===== src/rtl/nand_seq_pkg.sv =====
package nand_seq_pkg;

  typedef enum logic [1:0] {
    REQ_PAGE_READ = 2'd0,
    REQ_OOB_READ  = 2'd1,
    REQ_RAND_OUT  = 2'd2,
    REQ_RESET     = 2'd3
  } reqKind_e;

  typedef enum logic [1:0] {
    SEL_OPCODE  = 2'd0,
    SEL_ADDRESS = 2'd1,
    SEL_CONFIRM = 2'd2
  } byteSel_e;

  // Strobes from the control FSM to the address datapath
  typedef struct packed {
    logic     load;
    byteSel_e sel;
    logic [2:0] addrIdx;
  } seqStrobe_t;

  localparam logic [7:0] OPC_READ       = 8'h00;
  localparam logic [7:0] OPC_READ_START = 8'h30;
  localparam logic [7:0] OPC_RAND_OUT   = 8'h05;
  localparam logic [7:0] OPC_RAND_START = 8'hE0;
  localparam logic [7:0] OPC_RESET      = 8'hFF;

endpackage


===== src/rtl/nand_rb_sync.sv =====
module nand_rb_sync #(
  parameter int STAGES = 2
) (
  input  logic clk,
  input  logic rstN,
  input  logic rbAsync,
  output logic rbReady
);
  logic [STAGES-1:0] syncReg;

  always_ff @(posedge clk) begin
    if (!rstN) syncReg <= '0;
    else       syncReg <= {syncReg[STAGES-2:0], rbAsync};
  end

  assign rbReady = syncReg[STAGES-1];
endmodule


===== src/rtl/nand_seq_dp.sv =====
module nand_seq_dp
  import nand_seq_pkg::*;
#(
  parameter int BLOCK_W         = 12,
  parameter int PAGE_W          = 6,
  parameter int COL_W           = 12,
  parameter int PAGE_BYTES      = 2048,
  parameter int PAGES_PER_BLOCK = 64
) (
  input  logic               clk,
  input  logic               rstN,
  input  seqStrobe_t         strobe,
  input  logic [1:0]         reqKind,
  input  logic [BLOCK_W-1:0] reqBlock,
  input  logic [PAGE_W-1:0]  reqPage,
  input  logic [COL_W-1:0]   reqCol,
  input  logic               busWide16,
  output reqKind_e           kindLatched,
  output logic [7:0]         ioByte
);
  localparam int COLX_W = 16;
  localparam int ROW_W  = 20;

  reqKind_e            kindIn;
  logic [COLX_W-1:0]   colExt;
  logic [COLX_W-1:0]   colFinal;
  logic [ROW_W-1:0]    rowCalc;
  logic [COLX_W-1:0]   colReg;
  logic [ROW_W-1:0]    rowReg;
  reqKind_e            kindReg;

  assign kindIn = reqKind_e'(reqKind);

  always_comb begin
    colExt   = COLX_W'(reqCol) +
               ((kindIn == REQ_OOB_READ) ? COLX_W'(PAGE_BYTES) : '0);
    colFinal = busWide16 ? (colExt >> 1) : colExt;
    rowCalc  = ROW_W'(reqBlock) * ROW_W'(PAGES_PER_BLOCK) + ROW_W'(reqPage);
  end

  always_ff @(posedge clk) begin
    if (!rstN) begin
      colReg  <= '0;
      rowReg  <= '0;
      kindReg <= REQ_PAGE_READ;
    end else if (strobe.load) begin
      colReg  <= colFinal;
      rowReg  <= rowCalc;
      kindReg <= (kindIn == REQ_OOB_READ) ? REQ_PAGE_READ : kindIn;
    end
  end

  assign kindLatched = kindReg;

  always_comb begin
    ioByte = 8'h00;
    unique case (strobe.sel)
      SEL_OPCODE: begin
        case (kindReg)
          REQ_RAND_OUT: ioByte = OPC_RAND_OUT;
          REQ_RESET:    ioByte = OPC_RESET;
          default:      ioByte = OPC_READ;
        endcase
      end
      SEL_CONFIRM:
        ioByte = (kindReg == REQ_RAND_OUT) ? OPC_RAND_START : OPC_READ_START;
      SEL_ADDRESS: begin
        case (strobe.addrIdx)
          3'd0:    ioByte = colReg[7:0];
          3'd1:    ioByte = colReg[15:8];
          3'd2:    ioByte = rowReg[7:0];
          3'd3:    ioByte = rowReg[15:8];
          default: ioByte = {4'h0, rowReg[19:16]};
        endcase
      end
      default: ioByte = 8'h00;
    endcase
  end
endmodule


===== src/rtl/nand_seq_ctrl.sv =====
module nand_seq_ctrl
  import nand_seq_pkg::*;
#(
  parameter int ADDR_CYCLES = 5,
  parameter int WE_LOW      = 2,
  parameter int WE_HIGH     = 2,
  parameter int GUARD_CYC   = 4
) (
  input  logic       clk,
  input  logic       rstN,
  input  logic       reqValid,
  input  logic       rbReady,
  input  reqKind_e   kind,
  output seqStrobe_t strobe,
  output logic       nandCeN,
  output logic       nandCle,
  output logic       nandAle,
  output logic       nandWeN,
  output logic       idle,
  output logic       done
);
  localparam int BYTE_CYC = WE_LOW + WE_HIGH;
  localparam int CNT_W    = $clog2(BYTE_CYC + GUARD_CYC + 1);

  typedef enum logic [2:0] {
    ST_IDLE, ST_WAIT_PRE, ST_CMD, ST_ADDR, ST_CONF, ST_GUARD, ST_WAIT_POST, ST_DONE
  } seqState_e;

  seqState_e      state;
  logic [CNT_W-1:0] cnt;
  logic [2:0]     addrIdx;
  logic           byteState;
  logic           byteEnd;

  assign byteState = (state == ST_CMD) || (state == ST_ADDR) || (state == ST_CONF);
  assign byteEnd   = byteState && (cnt == CNT_W'(BYTE_CYC - 1));

  always_ff @(posedge clk) begin
    if (!rstN) begin
      state   <= ST_IDLE;
      cnt     <= '0;
      addrIdx <= '0;
    end else begin
      unique case (state)
        ST_IDLE:     if (reqValid) state <= ST_WAIT_PRE;
        ST_WAIT_PRE: if (rbReady) begin
                       state <= ST_CMD;
                       cnt   <= '0;
                     end
        ST_CMD: begin
          if (byteEnd) begin
            cnt     <= '0;
            addrIdx <= '0;
            state   <= (kind == REQ_RESET) ? ST_GUARD : ST_ADDR;
          end else cnt <= cnt + 1'b1;
        end
        ST_ADDR: begin
          if (byteEnd) begin
            cnt <= '0;
            if (addrIdx == 3'(ADDR_CYCLES - 1)) state <= ST_CONF;
            else addrIdx <= addrIdx + 1'b1;
          end else cnt <= cnt + 1'b1;
        end
        ST_CONF: begin
          if (byteEnd) begin
            cnt   <= '0;
            state <= (kind == REQ_RAND_OUT) ? ST_DONE : ST_GUARD;
          end else cnt <= cnt + 1'b1;
        end
        ST_GUARD: begin
          if (cnt == CNT_W'(GUARD_CYC - 1)) begin
            cnt   <= '0;
            state <= ST_WAIT_POST;
          end else cnt <= cnt + 1'b1;
        end
        ST_WAIT_POST: if (rbReady) state <= ST_DONE;
        ST_DONE:      state <= ST_IDLE;
        default:      state <= ST_IDLE;
      endcase
    end
  end

  always_comb begin
    strobe.load    = (state == ST_IDLE) && reqValid;
    strobe.addrIdx = addrIdx;
    unique case (state)
      ST_ADDR: strobe.sel = SEL_ADDRESS;
      ST_CONF: strobe.sel = SEL_CONFIRM;
      default: strobe.sel = SEL_OPCODE;
    endcase
  end

  assign idle    = (state == ST_IDLE);
  assign done    = (state == ST_DONE);
  assign nandCeN = (state == ST_IDLE);
  assign nandCle = (state == ST_CMD) || (state == ST_CONF);
  assign nandAle = (state == ST_ADDR);
  assign nandWeN = !(byteState && (cnt < CNT_W'(WE_LOW)));
endmodule


===== src/rtl/nand_cmd_seq.sv =====
module nand_cmd_seq
  import nand_seq_pkg::*;
#(
  parameter int BLOCK_W         = 12,
  parameter int PAGE_W          = 6,
  parameter int COL_W           = 12,
  parameter int PAGE_BYTES      = 2048,
  parameter int PAGES_PER_BLOCK = 64,
  parameter int ADDR_CYCLES     = 5,
  parameter int WE_LOW          = 2,
  parameter int WE_HIGH         = 2,
  parameter int GUARD_CYC       = 4,
  parameter int SYNC_STAGES     = 2
) (
  input  logic               clk,
  input  logic               rstN,
  input  logic               reqValid,
  input  logic [1:0]         reqKind,
  input  logic [BLOCK_W-1:0] reqBlock,
  input  logic [PAGE_W-1:0]  reqPage,
  input  logic [COL_W-1:0]   reqCol,
  input  logic               busWide16,
  input  logic               nandRb,
  output logic               idle,
  output logic               done,
  output logic               nandCeN,
  output logic               nandCle,
  output logic               nandAle,
  output logic               nandWeN,
  output logic [7:0]         nandIo
);
  seqStrobe_t strobe;
  reqKind_e   kindLatched;
  logic       rbReady;

  nand_rb_sync #(.STAGES(SYNC_STAGES)) i_sync (
    .clk(clk), .rstN(rstN), .rbAsync(nandRb), .rbReady(rbReady)
  );

  nand_seq_ctrl #(
    .ADDR_CYCLES(ADDR_CYCLES), .WE_LOW(WE_LOW), .WE_HIGH(WE_HIGH), .GUARD_CYC(GUARD_CYC)
  ) i_ctrl (
    .clk(clk), .rstN(rstN), .reqValid(reqValid), .rbReady(rbReady), .kind(kindLatched),
    .strobe(strobe), .nandCeN(nandCeN), .nandCle(nandCle), .nandAle(nandAle),
    .nandWeN(nandWeN), .idle(idle), .done(done)
  );

  nand_seq_dp #(
    .BLOCK_W(BLOCK_W), .PAGE_W(PAGE_W), .COL_W(COL_W),
    .PAGE_BYTES(PAGE_BYTES), .PAGES_PER_BLOCK(PAGES_PER_BLOCK)
  ) i_dp (
    .clk(clk), .rstN(rstN), .strobe(strobe), .reqKind(reqKind), .reqBlock(reqBlock),
    .reqPage(reqPage), .reqCol(reqCol), .busWide16(busWide16),
    .kindLatched(kindLatched), .ioByte(nandIo)
  );
endmodule


===== config.mk =====
export PLATFORM = sky130hd
export DESIGN_NAME = nand_cmd_seq
export DESIGN_NICKNAME = d
export VERILOG_FILES = /design/src/rtl/nand_seq_pkg.sv /design/src/rtl/nand_rb_sync.sv /design/src/rtl/nand_seq_dp.sv /design/src/rtl/nand_seq_ctrl.sv /design/src/rtl/nand_cmd_seq.sv
export SDC_FILE = /design/constraint.sdc
export NUM_CORES = 1
export LEC_CHECK = 0
export BUFFER_PORTS_ARGS = -buffer_cell sky130_fd_sc_hd__buf_2
export CAP_MARGIN = 20
export CORE_MARGIN = 2
export CORE_UTILIZATION = 42
export CTS_BUF_LIST = sky130_fd_sc_hd__clkbuf_16
export CTS_CLUSTER_DIAMETER = 40
export DETAILED_ROUTE_END_ITERATION = 12
export GPL_TIMING_DRIVEN = 0
export HOLD_SLACK_MARGIN = 0.15
export PLACE_DENSITY = 0.66
export SLEW_MARGIN = 20
export SYNTH_ARGS = -nofsm -noshare
export SYNTH_HDL_FRONTEND = slang
export SYNTH_HIERARCHICAL = 1
export SYNTH_SLANG_ARGS = --single-unit

===== constraint.sdc =====
create_clock -name clk -period 2.6 [get_ports clk]
set_input_delay 0.26 -clock clk [delete_from_list [all_inputs] [get_ports clk]]
set_output_delay 0.26 -clock clk [all_outputs]
set_load 0.01 [all_outputs]

==> impl_metrics.tcl <==
set metrics [dict create \
    criticalPathCategory "register to output port" \
    vias 1979 \
    power_mw 2.557 \
    critical_path_arrival_ns 2.12 \
    use_met2_pct 31.08 \
    synth.distinct_cells 45 \
    grt_pass1_vias 1978 \
    slew_viol_final 0 \
    synth-simple-area-share_pct 18.08 \
    synth.avg_cell_area_um2 9.654 \
    yosys-top-cells-count "dfxtp_1, mux2i_1, nand2_1, nor2b_1" \
    hpwl_um 4119 \
    cts_max_path_buffers 2 \
    tns_ns 0 \
    cts.sinks 45 \
    clock-root-buffer "clkbuf_16" \
    synthArstFlopShare_pct 0 \
    final_area_um2 2930 \
    synth_edf_count 0 \
    start_util_pct 43.82 \
    use_met1_pct 22.91 \
    antenna_found_initial 0 \
    grt_usage_pct 18.22 \
    synth_area_leaders "dfxtp_1, mux2i_1, nor2b_1, o211a_1, nand2_1" \
    clkLatencyLatePin_ns 0.29 \
    worst_pin_slew_ns 0.4561 \
    min_period_over_period_pct 91.68 \
    synth_top_family_by_area "multiplexers" \
    synth_most_common_cell "dfxtp_1" \
    grtUsageMet3_pct 3.933 \
    drtAntennaViolNets 0 \
    synth_fp_nets 294 \
    crit_path_start_kind "register" \
    synth_top_area_share_pct 36.89 \
    hp-class "input port to register" \
    io-pin-count 51 \
    fin_crit_ns 2.384 \
    finalClockSkew_ns 0.01033 \
    die_height_um 80.26 \
    diodes 0 \
    wl_per_cell_um 14.34 \
    p_leak_nw 1.327 \
    synth-adder-area-share_pct 2.049 \
    utilization_pct 52.57 \
    pre_cts_slack_ns 0.2452 \
    placed_cells 374 \
    wirelength_um 5465 \
    port_buffers 49 \
    drc 0 \
    synth.area.mux_share_pct 21.06 \
    setup_viol 0 \
    rsz0062_at_grt "false" \
    die-width_um 80.26 \
    cts_hold_buf 0 \
    fin_ws_ns 0.2162 \
    path_clk_slew_ns 0.06 \
    synthCells 253 \
    row_count 27 \
    drive_above_1_share_pct 25.57 \
    max_freq_mhz 419.5 \
    max-cap-violations 0 \
    vias_per_cell 5.194 \
    overflow 0 \
    cts_tree "yes" \
    path_max_fanout 8 \
    gp_congestion 0.8114 \
    postPlaceCellArea_um2 2778 \
    drt_iter0_drc 50 \
    busiest_layer "met2" \
    area_growth_pct 19.98 \
    cts_setup_buffers 0 \
    endpoint_kind "output port" \
    htreeDepth 2 \
    core_area_um2 5574 \
    fin_cells 381 \
    nets 349 \
    ys.flop_type "dfxtp_1" \
    hold_viol 0 \
    peakVddDrop_mv 0.5451 \
    p_per_area_nw_per_um2 872.6 \
    cts-buffers-inserted 5 \
    slew_headroom_pct 69.59 \
    grt_max_degree 17 \
    grt_pass1_wl_um 9128 \
    fp.dieArea_um2 6441 \
    synth_compound_area_share_pct 14.60 \
    hold_ws_ns 0.1775 \
    synth-seq-area-share_pct 36.89 \
    drtPass1Iterations 4 \
    synth_area_um2 2442 \
    synth-xor-area-share_pct 1.486 \
    ys_ff_latch 45 \
    yosysWarnings 6 \
    required_ns 2.34 \
    status "complete, no violations" \
    synth_largest_area_cell "dfxtp_1" \
]
[logic make-up (layout without fill, tap and decap cells)]
kind of cell / Yosys count / count (layout)
multiplexers: 44 / 44
AO/OA/AOI/OAI: 47 / 47
buffers and inverters: 27 / 83
flip-flops: 45 / 45
AND/OR/NAND/NOR: 84 / 84
adder cells (fa/ha/maj): 4 / 4
XOR/XNOR: 2 / 2
[power breakdown]
| part | total [mW] | leakage (nW) | internal [mW] | switching (mW) |
|---|---|---|---|---|
| Combinational | 0.956 | 0.887 | 0.467 | 0.489 |
| Sequential | 0.964 | 0.369 | 0.839 | 0.125 |
| Clock | 0.637 | 0.0708 | 0.363 | 0.275 |
| Total | 2.56 | 1.33 | 1.67 | 0.888 |
[cell usage in the layout (no fill, tap or decap), types with 3 or more instances in the layout]
cell	synthesis	layout
a211oi_1	3	3
a21oi_1	6	6
a22oi_1	4	4
a31oi_1	4	4
and2_1	6	6
buf_2	2	51
buf_4	4	4
buf_6	3	3
clkbuf_1	6	4
clkbuf_16	0	5
dfxtp_1	45	45
ha_1	4	4
inv_1	9	9
mux2_2	3	3
mux2i_1	36	36
mux4_2	3	3
nand2_1	23	23
nand3_1	5	5
nor2_1	12	12
nor2b_1	23	23
nor3_1	4	3
o211a_1	12	12
o21ai_0	6	6
[layout make-up]
| cell class | count | area [um^2] |
|---|---|---|
| Clock buffer | 5 | 125.1 |
| Multi-Input combinational cell | 181 | 1404 |
| Tap cell | 72 | 90.09 |
| Inverter | 9 | 33.78 |
| Fill cell | 531 | 2644 |
| Buffer | 17 | 106.4 |
| Clock inverter | 3 | 25.02 |
| Sequential cell | 45 | 900.9 |
| Timing Repair Buffer | 49 | 245.2 |
[layer usage]
metal	part of all wire (%)	up-vias
met5	0	-
met4	0.62	0
met3	3.3	3
met2	49	27
met1	47	935
li1	-	1014
[state kept, by name, indices dropped and copies added, names as in the netlist]
name and count:
i_dp/rowReg 18, i_dp/colReg 13, i_ctrl/cnt 4, i_ctrl/addrIdx 3, i_ctrl/state 3, i_dp/kindLatched 2
i_sync/syncReg 2
[final timing paths]
check	end	cells past startpoint	start	slack (ns)
worst min register to register	i_sync/syncReg[1]	1	i_sync/syncReg[0]	0.43
worst max-delay path	nandIo[5]	6	i_ctrl/state[1]	0.22
worst min-delay path	i_sync/syncReg[0]	2	nandRb	0.18
worst max register to register	i_dp/colReg[1]	7	i_ctrl/state[0]	0.53
[repair_timing]
| item | in CTS | in global routing |
|---|---|---|
| gates resized for setup | 2 | 0 |
| setup endpoints to repair | 5 | 5 |
| gates cloned | 0 | 0 |
[worst max-delay path, stage by stage (launching register included)]
cell and delay (ns):
dfxtp_1 0.51, and2b_1 0.28, and2_1 0.15, clkbuf_1 0.26
nand3_1 0.21, o221ai_1 0.26, buf_2 0.18
Power figures use the tool's default switching activity.
